[src/rtl/twb_pkg.sv]
package twb_pkg;
  parameter int N_PTS     = 16;  // transform size
  parameter int STREAM_W  = 4;   // samples per cycle
  parameter int N_BANKS   = 4;   // ring size G
  parameter int TW_W      = 16;  // twiddle word width
  parameter int STAGE_GAP = 1;   // edges between consecutive stages taking a transform

  localparam int STAGES    = $clog2(N_PTS);
  localparam int WAYS      = STREAM_W / 2;
  localparam int PERIOD    = N_PTS / STREAM_W;
  localparam int MAX_DEPTH = N_PTS / STREAM_W;
  localparam int AW        = (MAX_DEPTH > 1) ? $clog2(MAX_DEPTH) : 1;
  localparam int BW        = (N_BANKS > 1) ? $clog2(N_BANKS) : 1;
  localparam int PIPE      = (STAGES - 1) * STAGE_GAP;
  localparam int HOLD      = PIPE + PERIOD - 1;
  localparam int CW        = $clog2(HOLD + 1);

  function automatic int slotDepth(int l);
    int d;
    d = (1 << l) / WAYS;
    return (d < 1) ? 1 : d;
  endfunction

  // strobes from control to storage
  typedef struct packed {
    logic [N_BANKS-1:0]            wrOk;
    logic [STAGES-1:0][BW-1:0]     stageSel;
  } twb_ctl_t;
endpackage

[src/rtl/twb_ctrl.sv]
module twb_ctrl
  import twb_pkg::*;
(
  input  logic               clk,
  input  logic               rstN,
  input  logic               startIn,
  input  logic [N_BANKS-1:0] bankWr,
  output twb_ctl_t           ctl,
  output logic [BW-1:0]      nextBank,
  output logic               wrErr
);
  logic [BW-1:0]                 curBank;
  logic [PIPE-1:0]               pipeV;
  logic [PIPE-1:0][BW-1:0]       pipeB;
  logic [STAGES-1:0][BW-1:0]     sel;
  logic [N_BANKS-1:0][CW-1:0]    busyCnt;
  logic [N_BANKS-1:0]            freeMask;

  always_comb begin
    for (int g = 0; g < N_BANKS; g++) freeMask[g] = (busyCnt[g] == '0);
  end

  always_ff @(posedge clk or negedge rstN) begin
    if (!rstN) begin
      curBank <= '0;
      pipeV   <= '0;
      pipeB   <= '0;
      sel     <= '0;
      busyCnt <= '0;
      wrErr   <= 1'b0;
    end else begin
      if (startIn) begin
        curBank <= (curBank == BW'(N_BANKS - 1)) ? '0 : curBank + 1'b1;
        sel[0]  <= curBank;
      end
      // start tokens travel down the stages
      pipeV[0] <= startIn;
      pipeB[0] <= curBank;
      for (int k = 1; k < PIPE; k++) begin
        pipeV[k] <= pipeV[k-1];
        pipeB[k] <= pipeB[k-1];
      end
      for (int l = 1; l < STAGES; l++) begin
        if (pipeV[l*STAGE_GAP-1]) sel[l] <= pipeB[l*STAGE_GAP-1];
      end
      // busy window per bank
      for (int g = 0; g < N_BANKS; g++) begin
        if (startIn && curBank == BW'(g)) busyCnt[g] <= CW'(HOLD);
        else if (busyCnt[g] != '0)        busyCnt[g] <= busyCnt[g] - 1'b1;
      end
      wrErr <= |(bankWr & ~freeMask);
    end
  end

  always_comb begin
    ctl.wrOk     = freeMask;
    ctl.stageSel = sel;
  end

  assign nextBank = curBank;
endmodule

[src/rtl/twb_store.sv]
module twb_store
  import twb_pkg::*;
(
  input  logic                                         clk,
  input  logic                                         rstN,
  input  twb_ctl_t                                     ctl,
  input  logic [STAGES-1:0][AW-1:0]                    rdAddr,
  input  logic [N_BANKS-1:0][STAGES-1:0][WAYS-1:0]     we,
  input  logic [N_BANKS-1:0][STAGES-1:0][WAYS-1:0][AW-1:0] wAddr,
  input  logic [N_BANKS-1:0][WAYS-1:0][TW_W-1:0]       wData,
  output logic [STAGES-1:0][WAYS-1:0][TW_W-1:0]        twOut
);
  logic [STAGES-1:0][WAYS-1:0][N_BANKS-1:0][TW_W-1:0] rdVal;

  for (genvar g = 0; g < N_BANKS; g++) begin : gBank
    for (genvar l = 0; l < STAGES; l++) begin : gStage
      for (genvar t = 0; t < WAYS; t++) begin : gWay
        localparam int D = slotDepth(l);
        logic wrEn;
        assign wrEn = we[g][l][t] & ctl.wrOk[g];
        if (D == 1) begin : gReg
          logic [TW_W-1:0] val;
          always_ff @(posedge clk or negedge rstN) begin
            if (!rstN)     val <= '0;
            else if (wrEn) val <= wData[g][t];
          end
          assign rdVal[l][t][g] = val;
        end else begin : gMem
          localparam int IW = $clog2(D);
          logic [D-1:0][TW_W-1:0] mem;
          always_ff @(posedge clk or negedge rstN) begin
            if (!rstN)     mem <= '0;
            else if (wrEn) mem[wAddr[g][l][t][IW-1:0]] <= wData[g][t];
          end
          assign rdVal[l][t][g] = mem[rdAddr[l][IW-1:0]];
        end
      end
    end
  end

  for (genvar l = 0; l < STAGES; l++) begin : gMuxStage
    for (genvar t = 0; t < WAYS; t++) begin : gMuxWay
      assign twOut[l][t] = rdVal[l][t][ctl.stageSel[l]];
    end
  end
endmodule

[src/rtl/twiddle_bank_set.sv]
module twiddle_bank_set
  import twb_pkg::*;
(
  input  logic                                 clk,
  input  logic                                 rstN,
  input  logic                                 startIn,
  input  logic [STAGES*AW-1:0]                 rdAddr,
  output logic [STAGES*WAYS*TW_W-1:0]          twOut,
  input  logic [N_BANKS*STAGES*WAYS-1:0]       prgWe,
  input  logic [N_BANKS*STAGES*WAYS*AW-1:0]    prgAddr,
  input  logic [N_BANKS*WAYS*TW_W-1:0]         prgData,
  output logic [BW-1:0]                        prgBank,
  output logic                                 prgErr
);
  twb_ctl_t ctl;
  logic [N_BANKS-1:0][STAGES*WAYS-1:0] weGrp;
  logic [N_BANKS-1:0]                  bankWr;

  assign weGrp = prgWe;
  always_comb begin
    for (int g = 0; g < N_BANKS; g++) bankWr[g] = |weGrp[g];
  end

  twb_ctrl uCtrl (
    .clk      (clk),
    .rstN     (rstN),
    .startIn  (startIn),
    .bankWr   (bankWr),
    .ctl      (ctl),
    .nextBank (prgBank),
    .wrErr    (prgErr)
  );

  twb_store uStore (
    .clk    (clk),
    .rstN   (rstN),
    .ctl    (ctl),
    .rdAddr (rdAddr),
    .we     (prgWe),
    .wAddr  (prgAddr),
    .wData  (prgData),
    .twOut  (twOut)
  );
endmodule

[config.mk]
export PLATFORM = sky130hd
export DESIGN_NAME = twiddle_bank_set
export DESIGN_NICKNAME = d
export VERILOG_FILES = /design/src/rtl/twb_pkg.sv /design/src/rtl/twb_ctrl.sv /design/src/rtl/twb_store.sv /design/src/rtl/twiddle_bank_set.sv
export SDC_FILE = /design/constraint.sdc
export NUM_CORES = 1
export LEC_CHECK = 0
export BUFFER_PORTS_ARGS = -buffer_cell sky130_fd_sc_hd__buf_2
export CORE_MARGIN = 2
export CORE_UTILIZATION = 30
export CTS_BUF_LIST = sky130_fd_sc_hd__clkbuf_8
export CTS_CLUSTER_DIAMETER = 50
export DETAILED_ROUTE_END_ITERATION = 6
export PLACE_DENSITY = 0.54
export SLEW_MARGIN = 20
export SYNTH_ARGS = -nofsm -noshare
export SYNTH_HDL_FRONTEND = slang
export SYNTH_SLANG_ARGS = --single-unit
[constraint.sdc]
create_clock -name clk -period 2.7 [get_ports clk]
set_input_delay 0.54 -clock clk [delete_from_list [all_inputs] [get_ports clk]]
set_output_delay 0.54 -clock clk [all_outputs]
set_load 0.005 [all_outputs]
==> results.cfg, run 1 <==
[die]
die_x_um = 400
dieArea_mm2 = 0.160
ioPinCount = 366
fp-row-count = 145
core_area_mm2 = 0.156
start_util_pct = 30.2
die_h_um = 400

[worst_setup_path]
arrival_ns = 2.53
worstPathMaxFanout = 8
end_kind = output pin
start_kind = flop
crit_required_ns = 2.16
max_stage_delay_ns = 0.51
slowest_stage = dfrtp_4
crit_type = flop to output pin
path_buf_inv = 3
critPathMostFrequentCell = buf_12
crit_path_cell_trace = buf_12, buf_12, mux4_2, mux2_4, buf_6
cpLargestDelayFamily = multiplexers

[clocking]
cts-buffers-inserted = 171
clk_pin_slew_ns = 0.06
clock_latency_ns = 0.86
cts.path.max_buffers = 3
cts_root_buf = clkbuf_8
cts_tree = built
htreeDepth = 4
cts.sink_count = 1056

[detailed_routing]
route.vias.total = 27700
vias_per_cell = 4.97
wl_per_cell_um = 26.6
drtIter0Drc = 1478
routed_wl_um = 149000
ant_nets = 0
drc = 0
drt_pass1_iterations = 5

[logic_synthesis]
synth_seq_cells = 1056
yosysSeqAreaShare_pct = 56.1
yosysUniqueCellTypes = 35
avgSynthCellArea_um2 = 16.9
ys.flop_type = dfrtp_1
synth_warnings = 0
synthesis.nets = 3032
synth-async-reset-ratio_pct = 100
synth-edff-count = 0
syn_inst = 2785
synthesis.area_mm2 = 0.0471

[finish]
instances_no_fill = 5583
seqCellArea_mm2 = 0.0264
fill_cells = 14800
drive_gt1_share_pct = 64.9
multi_input_area_mm2 = 0.0204
layout.nets = 3617
syn2layout_area_growth_pct = 23.9
fin_area_mm2 = 0.0583

[sta]
slew_violations = 0
max_freq_mhz = 326
slew_headroom_pct = 36.4
worst_pin_slew_ns = 0.954
fin_setup_tns_ns = -17.18
period_needed_ns = 3.07
finalHoldViolCount = 0
rsz0062_at_grt = true
fin_crit_sh_pct = 114
setup_slack_ns = -0.367
setup_viol = 124
fin_skew_ns = 0.0290

[status]
violations = negative setup slack
status = complete, but fails checks

[power]
leakagePower_uw = 0.0260
p_total_uw = 67500
pwr_density_cell_mw_per_mm2 = 1160
ir_drop_v = 0.000653

[grt]
grt_max_degree = 129
grt_pass1_vias = 29100
track_usage_pct = 18.7
grt_antenna_before_repair = 69
grt_pass1_wl_um = 216000
overflow = 0

[placement]
port_buffers = 320
gp_congestion = 0.796
dp_cells = 5169
hpwl_um = 104000
postPlaceCellArea_mm2 = 0.0522

[run]
cap_violations = 0

[hold_path]
hold_path_class = primary input to flop
[final timing paths]
check                      slack [ns]  cells past startpoint              from                                             end
hold / removal                   0.09                      2       prgData[25]  uStore.gBank[0].gStage[3].gWay[1].gMem.mem[57]
hold reg to reg                  0.37                      0    uCtrl.pipeB[0]                                  uCtrl.pipeB[2]
setup / recovery                -0.37                      5      uCtrl.ctl[4]                                       twOut[67]
max in group asynchronous        1.38                      3              rstN  uStore.gBank[0].gStage[3].gWay[1].gMem.mem[21]
min in group asynchronous        0.20                      2              rstN  uStore.gBank[2].gStage[2].gWay[0].gMem.mem[24]
setup reg to reg                 0.24                      5  uCtrl.busyCnt[6]  uStore.gBank[2].gStage[2].gWay[1].gMem.mem[28]
[layer usage]
metal	vias up	share of wire, %	global-route usage [%]
met1	15000	48	27.6
met5	-	0.28	0
met3	256	5.9	4.80
met2	636	43	27.0
met4	70	2.4	5.11
li1	11800	-	-
[cell families (layout without fill, tap and decap cells)]
group | after synthesis | count (layout) | share of synthesized area, %
mux | 1324 | 1324 | 37.8
flops | 1056 | 1056 | 56.1
buf+inv | 172 | 895 | 2.04
simple gates | 139 | 139 | 2.47
compound gates | 78 | 78 | 1.17
fa+ha+maj | 12 | 12 | 0.319
xor+xnor | 4 | 4 | 0.0744
other cells | 0 | 17 | 0
[flip-flops by register name (all words and copies together), names as in the netlist]
name                               cells
uStore.gBank.gStage.gWay.gReg.val    256
uCtrl.nextBank                         2
uStore.gBank.gStage.gWay.gMem.mem    768
uCtrl.pipeV                            3
uCtrl.busyCnt                         12
uCtrl.wrErr                            1
uCtrl.pipeB                            6
uCtrl.ctl                              8
[synth_stat cells (2+ instances only)]
| cell | instances | area (um^2) |
|---|---|---|
| nand4_4 | 4 | 85.1 |
| nor3b_4 | 4 | 75.1 |
| and4b_1 | 8 | 80.1 |
| inv_1 | 10 | 37.5 |
| clkbuf_1 | 48 | 180 |
| a21oi_1 | 8 | 40.0 |
| mux2i_1 | 4 | 40.0 |
| dfrtp_1 | 1056 | 26400 |
| nor3b_2 | 4 | 50.1 |
| nand2_1 | 47 | 176 |
| nand2b_1 | 4 | 25.0 |
| o21ai_0 | 5 | 25.0 |
| nor2_1 | 9 | 33.8 |
| mux2_1 | 5 | 56.3 |
| buf_1 | 2 | 7.51 |
| mux4_2 | 256 | 5770 |
| nand2_2 | 12 | 75.1 |
| mux2_2 | 1059 | 11900 |
| nand3_2 | 8 | 80.1 |
| nor4_1 | 8 | 50.1 |
| buf_6 | 14 | 158 |
| nand4_2 | 4 | 50.1 |
| and2_0 | 3 | 18.8 |
| ha_1 | 12 | 150 |
| buf_2 | 67 | 335 |
| buf_4 | 30 | 225 |
| nor4b_4 | 8 | 190 |
| xnor2_1 | 4 | 35.0 |
| nor2b_1 | 6 | 37.5 |
| a22oi_1 | 64 | 480 |
| nand4b_2 | 8 | 120 |
[where the power goes]
group | switching [uW] | internal, uW
logic | 11000 | 15100
clock network | 6500 | 7920
registers | 3860 | 23100
[placed cells by master (no fill, tap or decap), drive strengths merged, types with 9 or more instances in the layout]
cell type / instances
diode: 17
dlygate4sd3: 37
mux2: 1064
nor2: 9
ha: 12
buf: 537
mux4: 256
nand2: 59
a22oi: 64
dfrtp: 1056
inv: 58
clkinv: 20
clkbuf: 232
[timing repair]
item	in CTS	in global routing
setup endpoints to repair	128	128
hold endpoints to repair	424	0
hold buffers	37	0
buffers inserted	38	11
cloned	10	0
gates resized for setup	295	48
pin swaps	36	22
[area by class of cell]
cell class / count / area share [%]
flip-flops and latches: 1056 / 45.3
diodes: 17 / 0.0729
inverters: 10 / 0.0644
clock inverters: 79 / 0.747
repair buffers: 574 / 8.90
clock buffers: 232 / 5.48
well taps: 2058 / 4.42
multi-input cells: 1557 / 35.0
[through the flow]
stage                     util (%)  setup slack (ns)  hold slack, ns
after floorplan                  -             0.308           0.244
after global placement        33.5            -0.128           0.356
after detailed placement      33.5            -0.134           0.357
after CTS                     37.2            -0.433       0.0000774
after global routing          37.4            -0.449          0.0393
final                         37.4            -0.367          0.0912
Power figures use the tool's default switching activity.
==> inputs of run 2 (changes only) <==
==> constraint.sdc (replaced) <==
create_clock -name clk -period 2.7 [get_ports clk]
set_input_delay 0.54 -clock clk [delete_from_list [all_inputs] [get_ports clk]]
set_output_delay 0.54 -clock clk [all_outputs]
set_load 0.1 [all_outputs]
==> results.cfg, run 2 (synthesized netlist as in run 1, its figures left out) <==
[status]
status = complete, but fails checks
violations = negative setup slack

[worst_setup_path]
crit_type = flop to output pin
r2r-start = uCtrl.busyCnt[6]
r2r_slack_ns = 0.24
arrival_ns = 2.60
end_kind = output pin
rr_worst_depth = 6
r2r-end = uStore.gBank[2].gStage[2].gWay[1].gMem.mem[16]
critPathCapture = twOut[86]
critPathLaunch = uCtrl.ctl[4]
worstPathMaxFanout = 18
crit_required_ns = 2.16
start_kind = flop

[placement]
hpwl_um = 105000
gp_congestion = 0.795
port_buffers = 320

[sta]
slew_headroom_pct = 33.2
fin_setup_tns_ns = -33.53
slew_violations = 0
finalHoldViolCount = 0
setup_viol = 128
worst_pin_slew_ns = 1.00
max_freq_mhz = 318
fin_skew_ns = 0.0323
setup_slack_ns = -0.443
fin_crit_sh_pct = 116
hold_ws_ns = 0.0925
period_needed_ns = 3.14
rsz0062_at_grt = true

[die]
die_x_um = 400
start_util_pct = 30.2
dieArea_mm2 = 0.160
die_h_um = 400
ioPinCount = 366
core_area_mm2 = 0.156
fp-row-count = 145

[detailed_routing]
drtIter0Drc = 1470
ant_nets = 0
routed_wl_um = 150000
vias_per_cell = 4.97
drc = 0
drt_pass1_iterations = 5
route.vias.total = 28100
wl_per_cell_um = 26.6

[power]
leakagePower_uw = 0.0266
ir_drop_v = 0.00157
pwr_density_cell_mw_per_mm2 = 1410

[clocking]
clk_pin_slew_ns = 0.06
cts.path.max_buffers = 3
cts_root_buf = clkbuf_8
clock_latency_ns = 0.87
cts-buffers-inserted = 170
cts_tree = built
cts.sink_count = 1056
htreeDepth = 4

[finish]
drive_gt1_share_pct = 64.1
final_common_cell = dfrtp_1
final_core_util_pct = 38.5
layout.nets = 3677
layout_common_cells = dfrtp_1, mux2_2, mux4_2
largest_registers = uStore.gBank.gStage.gWay.gMem.mem x768, uStore.gBank.gStage.gWay.gReg.val x256, uCtrl.busyCnt x12
top_register = uStore.gBank.gStage.gWay.gMem.mem
largest_register_ffs = 768
syn2layout_area_growth_pct = 27.6

[grt]
busiest_layer = met1
grt_util_met1_pct = 28.3
global_route.usage.met3_pct = 5.15
grt_pass1_vias = 29500
met2_usage_pct = 26.3
grt_pass1_wl_um = 216000
track_usage_pct = 18.8
grt_antenna_before_repair = 55
overflow = 0
grt_max_degree = 99

[hold_path]
hold_path_class = primary input to flop
hold_start = prgData[40]
min_path_cells = 2

[run]
cap_violations = 0
-- run 2: cell types whose count changed in the layout (fill, tap and decap cells not counted), sizes merged --
cell | before | now
diode | 17 | 31
buf | 537 | 554
clkbuf | 232 | 212
bufinv | 3 | 6
dlygate4sd3 | 37 | 74
inv | 58 | 74
clkinvlp | 8 | 6
-- run 2: final cells by class --
| cell class | instances | area, um^2 |
|---|---|---|
| sequential | 1056 | 26400 |
| timing repair buffer | 635 | 7020 |
| antenna | 31 | 77.6 |
| fill | 14600 | 96000 |
| inverter | 10 | 37.5 |
| clock inverter | 96 | 611 |
| clock buffer | 205 | 2820 |
| multi-input combinational | 1557 | 20500 |
| tap | 2058 | 2570 |
-- run 2: through the flow --
| step | power (uW) | worst slack, ns | cells | instance area [um^2] |
|---|---|---|---|---|
| final | 84400 | -0.443 | 5648 | 60000 |
| after global routing | 87900 | -0.541 | 5640 | 60000 |
| after CTS | 84000 | -0.550 | 5606 | 59500 |
| after detailed placement | 62900 | -0.246 | 5171 | 52600 |
| after global placement | 62300 | -0.218 | 5171 | 52600 |
| after floorplan | 52700 | 0.00348 | 2785 | 47200 |
-- run 2: how the worst min path moves through the flow --
| stage | end | slack (ns) |
|---|---|---|
| finish | uStore.gBank[1].gStage[3].gWay[0].gMem.mem[8] | 0.09 |
| global route | uStore.gBank[2].gStage[3].gWay[1].gMem.mem[42] | 0.02 |
| CTS | uStore.gBank[2].gStage[0].gWay[1].gReg.val[4] | 0.00006 |
| detailed placement | uCtrl.pipeB[2] | 0.36 |
| global placement | uCtrl.pipeB[2] | 0.35 |
| floorplan | uCtrl.busyCnt[0] | 0.24 |
-- run 2: per-layer routing --
layer,vias up,routed length [um]
li1,11900,-
met1,15200,73900
met2,638,63400
met3,226,8940
met4,52,3580
met5,-,327
-- run 2: power breakdown --
group | internal, uW | switching, uW | total (uW)
clock | 7460 | 6590 | 14000
combinational | 18700 | 24800 | 43500
sequential | 23100 | 3730 | 26900
-- run 2: what timing repair did --
| action | in CTS | in global routing |
|---|---|---|
| gates cloned | 11 | 1 |
| endpoints found under the hold margin | 600 | 0 |
| gates resized for setup | 508 | 92 |
| endpoints found under the setup margin | 128 | 128 |
| pin swaps | 22 | 23 |
| buffers inserted | 49 | 18 |
| hold buffers | 74 | 0 |
-- run 2: worst max-delay path, cell delays in order (launching register included) --
cell and delay, ns:
dfrtp_4 0.53, buf_12 0.18, buf_16 0.17, mux4_2 0.36, mux2_4 0.30, buf_12 0.17
